`src/rtl/baud_divider.sv`:
```
module baud_divider #(
  parameter int AW = 16,
  parameter int BW = 4
) (
  input  logic          clk,
  input  logic          rst_n,
  input  logic          cfg_wr,
  input  logic [AW-1:0] cfg_a,
  input  logic [BW-1:0] cfg_b,
  input  logic          cfg_divx_en,
  input  logic          cfg_divx_one,
  output logic          samp_tick,
  output logic          bit_tick,
  output logic          cfg_err
);
  localparam int CW = AW + 1;
  localparam int NW = (BW + 1 > 5) ? BW + 1 : 5;
  localparam logic [AW-1:0] A_MIN = AW'(3);
  localparam logic [BW-1:0] B_MIN = BW'(8);

  logic [CW-1:0] top_q, cnt1;
  logic [NW-1:0] last_q, cnt2;
  logic          direct_q, err_q;

  logic          direct_n, bsel_n, a_low, b_low;
  logic [AW-1:0] a_eff;
  logic [BW-1:0] b_eff;
  logic [CW-1:0] top_n;
  logic [NW-1:0] last_n;
  logic          wrap1;

  assign direct_n = cfg_divx_en & cfg_divx_one;
  assign bsel_n   = cfg_divx_en & ~cfg_divx_one;
  assign a_low    = direct_n && (cfg_a < A_MIN);
  assign b_low    = bsel_n && (cfg_b < B_MIN);
  assign a_eff    = a_low ? A_MIN : cfg_a;
  assign b_eff    = b_low ? B_MIN : cfg_b;
  assign top_n    = {1'b0, a_eff} + CW'(1);
  assign last_n   = direct_n ? '0 : (bsel_n ? NW'(b_eff) : NW'(15));

  assign wrap1     = (cnt1 == top_q);
  assign samp_tick = wrap1 & ~direct_q;
  assign bit_tick  = wrap1 && (cnt2 == last_q);
  assign cfg_err   = err_q;

  always_ff @(posedge clk) begin
    if (!rst_n) begin
      top_q    <= CW'(1);
      last_q   <= NW'(15);
      direct_q <= 1'b0;
      err_q    <= 1'b0;
      cnt1     <= '0;
      cnt2     <= '0;
    end else if (cfg_wr) begin
      top_q    <= top_n;
      last_q   <= last_n;
      direct_q <= direct_n;
      err_q    <= a_low | b_low;
      cnt1     <= '0;
      cnt2     <= '0;
    end else if (wrap1) begin
      cnt1 <= '0;
      cnt2 <= (cnt2 == last_q) ? '0 : cnt2 + NW'(1);
    end else begin
      cnt1 <= cnt1 + CW'(1);
    end
  end
endmodule

```
`config.mk`:
```
export PLATFORM = sky130hd
export DESIGN_NAME = baud_divider
export DESIGN_NICKNAME = d
export VERILOG_FILES = /design/src/rtl/baud_divider.sv
export SDC_FILE = /design/constraint.sdc
export NUM_CORES = 1
export LEC_CHECK = 0
export BUFFER_PORTS_ARGS = -buffer_cell sky130_fd_sc_hd__buf_4
export CAP_MARGIN = 20
export CORE_ASPECT_RATIO = 0.5
export CORE_UTILIZATION = 30
export DETAILED_ROUTE_END_ITERATION = 7
export PLACE_DENSITY = 0.54
export SYNTH_ARGS = -nofsm -noshare
export SYNTH_HDL_FRONTEND = slang
export SYNTH_SLANG_ARGS = --single-unit
```
`constraint.sdc`:
```
create_clock -name clk -period 3.45 [get_ports clk]
set_input_delay 0.69 -clock clk [delete_from_list [all_inputs] [get_ports clk]]
set_output_delay 0.69 -clock clk [all_outputs]
set_load 0.05 [all_outputs]
```
==> impl_metrics.yaml, run 1 <==
global_routing:
  overflow: 0
  grt_pass1_wl_um: 8983
  grt_max_degree: 45
  grt_usage_pct: 14.08
  grt_pass1_vias: 1813
  antenna_found_initial: 0
clock_tree:
  clkTransAtPathRegs_ns: 0.06
  clock-root-buffer: "clkbuf_16"
  cts.sinks: 45
  insertion_delay_ns: 0.28
  htreeDepth: 2
  cts_tree: "yes"
  ctsLongestPathBuffers: 2
  ctsResizeCount: 0
  ctsHoldBuffers: 0
  numCtsBuffers: 5
  cts_setup_buffers: 0
timing:
  clock_skew_ns: 0.007261
  slew_viol_final: 0
  max_freq_ghz: 0.3590
  post-route-period-util_pct: 80.75
  fin_setup_tns_ns: 0
  report.final.hold_viol_count: 0
  tightest_slew_ns: 0.6770
  relSlewSlack_pct: 54.86
  rsz0062_at_grt: "false"
  min_period_ns: 2.786
  setup_viol: 0
pwr:
  ir_drop_mv: 0.2234
  p_per_area_nw_per_um2: 413.9
  power_leakage_uw: 0.001072
yosys:
  synth-async-reset-ratio_pct: 0
  syn-num-nets: 300
  synth-edff-count: 0
  postSynthAreaPerCell_um2: 8.528
  synthesis.area_um2: 2320
  yosys_register_bits: 45
  synthCells: 272
  yosysTopAreaCell: "dfxtp_1"
  synth_top_area_share_pct: 38.83
  yosysUniqueCellTypes: 38
  ys_top_cells_by_area: "dfxtp_1 (39%), xor2_1 (12%), nor2_1 (7.3%)"
  ys_warn_count: 0
  synth_flop_cell: "dfxtp_1"
  ys_seq_area_share_pct: 38.83
critical_path:
  worst_setup_path_end_kind: "output pin"
  crit_required_ns: 2.76
  cpPeakStageDelay_ns: 0.44
  crit_path_max_fanout: 9
  critPathArrivalTime_ns: 2.10
  r2r_end: "cnt1[12]"
  crit_family: "simple AND/OR/NAND/NOR gates"
  path_cells: "xor2_1 -> nor4_2 -> nand4_2 -> or2_2 -> nor2_1 -> buf_4"
  cp-startpoint: "cnt1[2]"
  r2r-start: "cnt1[2]"
  startpoint_type: "flop"
  cp.depth: 6
  crit_buf_inv: 1
  r2r_cells: 5
  setup.worst_path.end: "bit_tick"
  crit_slowest_cell: "dfxtp_1"
  ff2ff_setup_slack_ns: 1.48
  critical_path_class: "flop to output pin"
finish:
  nets: 327
  drive_gt1_share_pct: 15.67
  syn_to_final_growth_pct: 19.04
  insertedDiodeCount: 0
  fillCellCount: 739
  multi_input_area_um2: 1358
  layout_common_cells: "nor2_1 (45), dfxtp_1 (45), xor2_1 (31)"
  finalNonFillerCells: 396
  seqCellArea_um2: 900.9
floorplanning:
  die_y_um: 64.18
  initial_core_util_pct: 31.33
  die_area_um2: 8109
  fp-row-count: 22
  core_um2: 7405
  die_x_um: 126.4
  ios: 28
place:
  gp_congestion: 0.8855
  numPortBuffers: 27
  post-place-cells: 388
  hpwl_um: 3907
detailed_routing:
  vias_per_cell: 4.813
  first_pass_iters: 4
  drt_wl_total_um: 5208
  num_vias: 1906
  routedWlPerCell_um: 13.15
  drc_errors: 0
  ant_nets: 0
  dr.first_iter.drc_count: 72
hold_path:
  hold_path.class: "flop to flop"
status:
  status: "finished, final reports clean"
run:
  cap_violations: 0
power by group:
group          internal, µW  switching, µW  leakage [µW]
combinational          54.5           67.6      0.000634
clock                   266            201     0.0000696
sequential              538           15.6      0.000368
layout make-up:
class / count / share of cell area (%)
Tap cell: 96 / 4.350
Multi-Input combinational cell: 211 / 49.16
Clock inverter: 3 / 0.6343
Inverter: 8 / 1.087
Timing Repair Buffer: 28 / 7.612
Clock buffer: 5 / 4.531
Sequential cell: 45 / 32.62
synthesized netlist by cell type, types with 5 or more instances:
cell type,count
nand3_1,19
xnor2_1,19
a211oi_1,11
o21ai_0,9
and3_1,5
nand2_1,13
nor2_1,45
clkbuf_1,7
inv_1,8
dfxtp_1,45
nor3_1,5
nand4_1,6
a21oi_1,6
xor2_1,31
sequential cells by signal (all words and copies together) (netlist names):
| register | flops |
|---|---|
| cfg_err | 1 |
| cnt1 | 17 |
| cnt2 | 5 |
| direct_q | 1 |
| last_q | 4 |
| top_q | 17 |
worst min-delay path by stage:
stage                     startpoint       to  cells past startpoint
after floorplan              cnt1[0]  cnt1[0]                      1
after global placement       cnt1[0]  cnt1[0]                      1
after detailed placement     cnt1[0]  cnt1[0]                      1
after CTS                    cnt1[0]  cnt1[0]                      1
after global routing         cnt2[4]  cnt2[4]                      2
final                        cnt1[0]  cnt1[0]                      1
cell families after synthesis:
| logic type | after synthesis | share of synthesized area, % |
|---|---|---|
| buffers and inverters | 16 | 2.643 |
| adder cells (fa/ha/maj) | 3 | 1.618 |
| multiplexers | 2 | 0.8630 |
| AO/OA/AOI/OAI | 36 | 10.41 |
| XOR/XNOR | 50 | 18.88 |
| flip-flops | 45 | 38.83 |
| AND/OR/NAND/NOR | 120 | 26.75 |
through the flow:
step	hold WS (ns)	area (µm²)	total power (µW)	worst slack, ns	utilization (%)
CTS	0.4820	2761	1149	0.6442	37.29
floorplan	0.4354	2320	635.7	0.7531	-
detailed placement	0.4603	2619	687.3	0.3852	35.37
global route	0.4997	2761	1196	0.4796	37.29
global placement	0.4519	2619	684.4	0.5102	35.37
finish	0.4816	2761	1143	0.6642	37.29
per-layer routing:
metal  part of all wire [%]  routed length, µm  GRT usage [%]  up-vias
met5                      0                  0              0        -
li1                       -                  -              -      997
met4                   0.73                 38          4.066        0
met1                     58               3021          20.92      873
met2                     38               2000          19.96       32
met3                    2.8                147          3.015        4
Note: power is estimated with default switching activity, not from simulation.
==> inputs of run 2 (changes only) <==
- ABC_AREA: unset -> 1
- PLACE_DENSITY: 0.54 -> 0.55
- clock period: 3.45 -> 2.5 ns (I/O delays scaled with it)
==> run 2 against run 1 <==
- register-to-register slack got worse by 0.66 ns
- critical path depth unchanged
- global-route usage increased by 0.93 points
- die area increased by 16%
- core utilization decreased by 1.1 points
- setup slack got worse by 0.49 ns
- power increased by 40%
- sequential power increased by 37%
- combinational power increased by 70%
- sequential cell count unchanged
- count of clock-buffer cells in the layout increased by 3
- area after synthesis increased by 16%
- largest power group unchanged
- highest routed layer unchanged
==> impl_metrics.yaml, run 2 <==
status:
  status: "finished, final reports clean"
critical_path:
  setup.worst_path.end: "samp_tick"
  critPathArrivalTime_ns: 1.82
  crit_path_max_fanout: 8
  startpoint_type: "flop"
  r2r_end: "cnt1[13]"
  worst_setup_path_end_kind: "output pin"
  r2r_cells: 6
  crit_required_ns: 2.00
  critical_path_class: "flop to output pin"
  cp-startpoint: "cnt1[12]"
  r2r-start: "cnt1[12]"
  ff2ff_setup_slack_ns: 0.82
finish:
  layout_common_cells: "nand2_1 (116), inv_1 (69), nor2_1 (45), dfxtp_1 (45), buf_4 (28)"
  top_regs: "cnt1: 17 flops, top_q: 17 flops, cnt2: 5 flops"
  drive_gt1_share_pct: 13.05
  nets: 479
  insertedDiodeCount: 0
  syn_to_final_growth_pct: 16.81
  layout_commonest_cell: "nand2_1"
yosys:
  synthCells: 421
  synth-edff-count: 0
  ys_warn_count: 0
  yosysUniqueCellTypes: 37
  yosysTopAreaCell: "dfxtp_1"
  syn-num-nets: 449
  postSynthAreaPerCell_um2: 6.402
  synthesis.area_um2: 2695
  synth_flop_cell: "dfxtp_1"
  yosysMostFrequentCell: "nand2_1"
  synth-async-reset-ratio_pct: 0
  synthTopCellsByCount: "nand2_1 (116), inv_1 (69), dfxtp_1 (45), nor2_1 (45), nand3_1 (26)"
  synth_top_area_share_pct: 33.43
  ys_top_cells_by_area: "dfxtp_1 (33%), nand2_1 (16%), inv_1 (9.6%)"
  ys_seq_area_share_pct: 33.43
  yosys_register_bits: 45
clock_tree:
  cts_setup_buffers: 0
  ctsHoldBuffers: 0
  ctsLongestPathBuffers: 2
  clkTransAtPathRegs_ns: 0.06
  insertion_delay_ns: 0.29
  clock-root-buffer: "clkbuf_16"
  cts_tree: "yes"
  cts.sinks: 45
  htreeDepth: 2
  ctsResizeCount: 0
  numCtsBuffers: 5
timing:
  relSlewSlack_pct: 71.66
  setup_viol: 0
  rsz0062_at_grt: "false"
  clock_skew_ns: 0.003241
  fin_setup_tns_ns: 0
  tightest_slew_ns: 0.4247
  post-route-period-util_pct: 92.84
  min_period_ns: 2.321
  slew_viol_final: 0
  report.final.hold_viol_count: 0
  max_freq_ghz: 0.4309
place:
  hpwl_um: 5037
  numPortBuffers: 27
  gp_congestion: 0.7895
floorplanning:
  initial_core_util_pct: 30.95
  core_um2: 8708
  fp-row-count: 24
  ios: 28
  die_area_um2: 9389
  die_x_um: 136.0
  die_y_um: 69.02
detailed_routing:
  first_pass_iters: 5
  vias_per_cell: 4.455
  drc_errors: 0
  dr.first_iter.drc_count: 142
  routedWlPerCell_um: 11.04
  ant_nets: 0
  drt_wl_total_um: 6279
  num_vias: 2535
global_routing:
  grt_usage_pct: 15.01
  grt_pass1_wl_um: 11040
  grt_pass1_vias: 2398
  overflow: 0
  antenna_found_initial: 0
  grt_max_degree: 18
run:
  cap_violations: 0
pwr:
  power_leakage_uw: 0.001440
  ir_drop_mv: 0.2481
  p_total_uw: 1603
  p_per_area_nw_per_um2: 509.1
hold_path:
  hp-start: "top_q[15]"
  hold_path.class: "flop to flop"
  hold_depth: 2
run 2: kinds of logic after synthesis:
family | synth area share, %
buffers and inverters | 11.93
flip-flops | 33.43
AND/OR/NAND/NOR | 37.93
AO/OA/AOI/OAI | 10.77
XOR/XNOR | 4.550
adder cells (fa/ha/maj) | 1.393
run 2: metal layers:
layer,track usage [%],share of wire (%)
met1,19.97,53
met2,23.75,43
met3,3.606,2.6
met4,4.815,1.1
met5,0,0
run 2: worst max-delay path: stages, from the launching register on:
cell and delay (ns):
dfxtp_1 0.41, xnor2_1 0.14, nand3_1 0.09, nor2_2 0.36
nand3_4 0.20, nor2_1 0.13, buf_4 0.21
run 2: stage by stage:
step | worst slack, ns | hold slack, ns | cell area [µm²] | utilization, % | std cells
finish | 0.1791 | 0.4699 | 3148 | 36.15 | 569
global route | 0.03092 | 0.4794 | 3148 | 36.15 | 569
CTS | 0.1580 | 0.4690 | 3148 | 36.15 | 569
detailed placement | 0.1153 | 0.4589 | 3012 | 34.58 | 561
global placement | 0.1351 | 0.4571 | 3012 | 34.58 | 561
floorplan | 0.3575 | 0.4436 | 2695 | - | 421
run 2: worst min path at each step:
stage	slack [ns]	endpoint
floorplan	0.44	top_q[15]
global placement	0.46	cnt2[4]
detailed placement	0.46	top_q[15]
CTS	0.47	top_q[15]
global route	0.48	last_q[0]
finish	0.47	top_q[15]
run 2: final cells by class:
cell class	count	area [µm²]
clock buffer	8	136.4
fill	958	5560
inverter	75	281.5
multi-input combinational	296	1473
sequential	45	900.9
tap	117	146.4
timing repair buffer	28	210.2
run 2: power breakdown:
group          internal, µW  leakage, µW  switching [µW]
Combinational          79.5      0.00101             127
Clock                   372    0.0000652             265
Sequential              743     0.000368            16.6
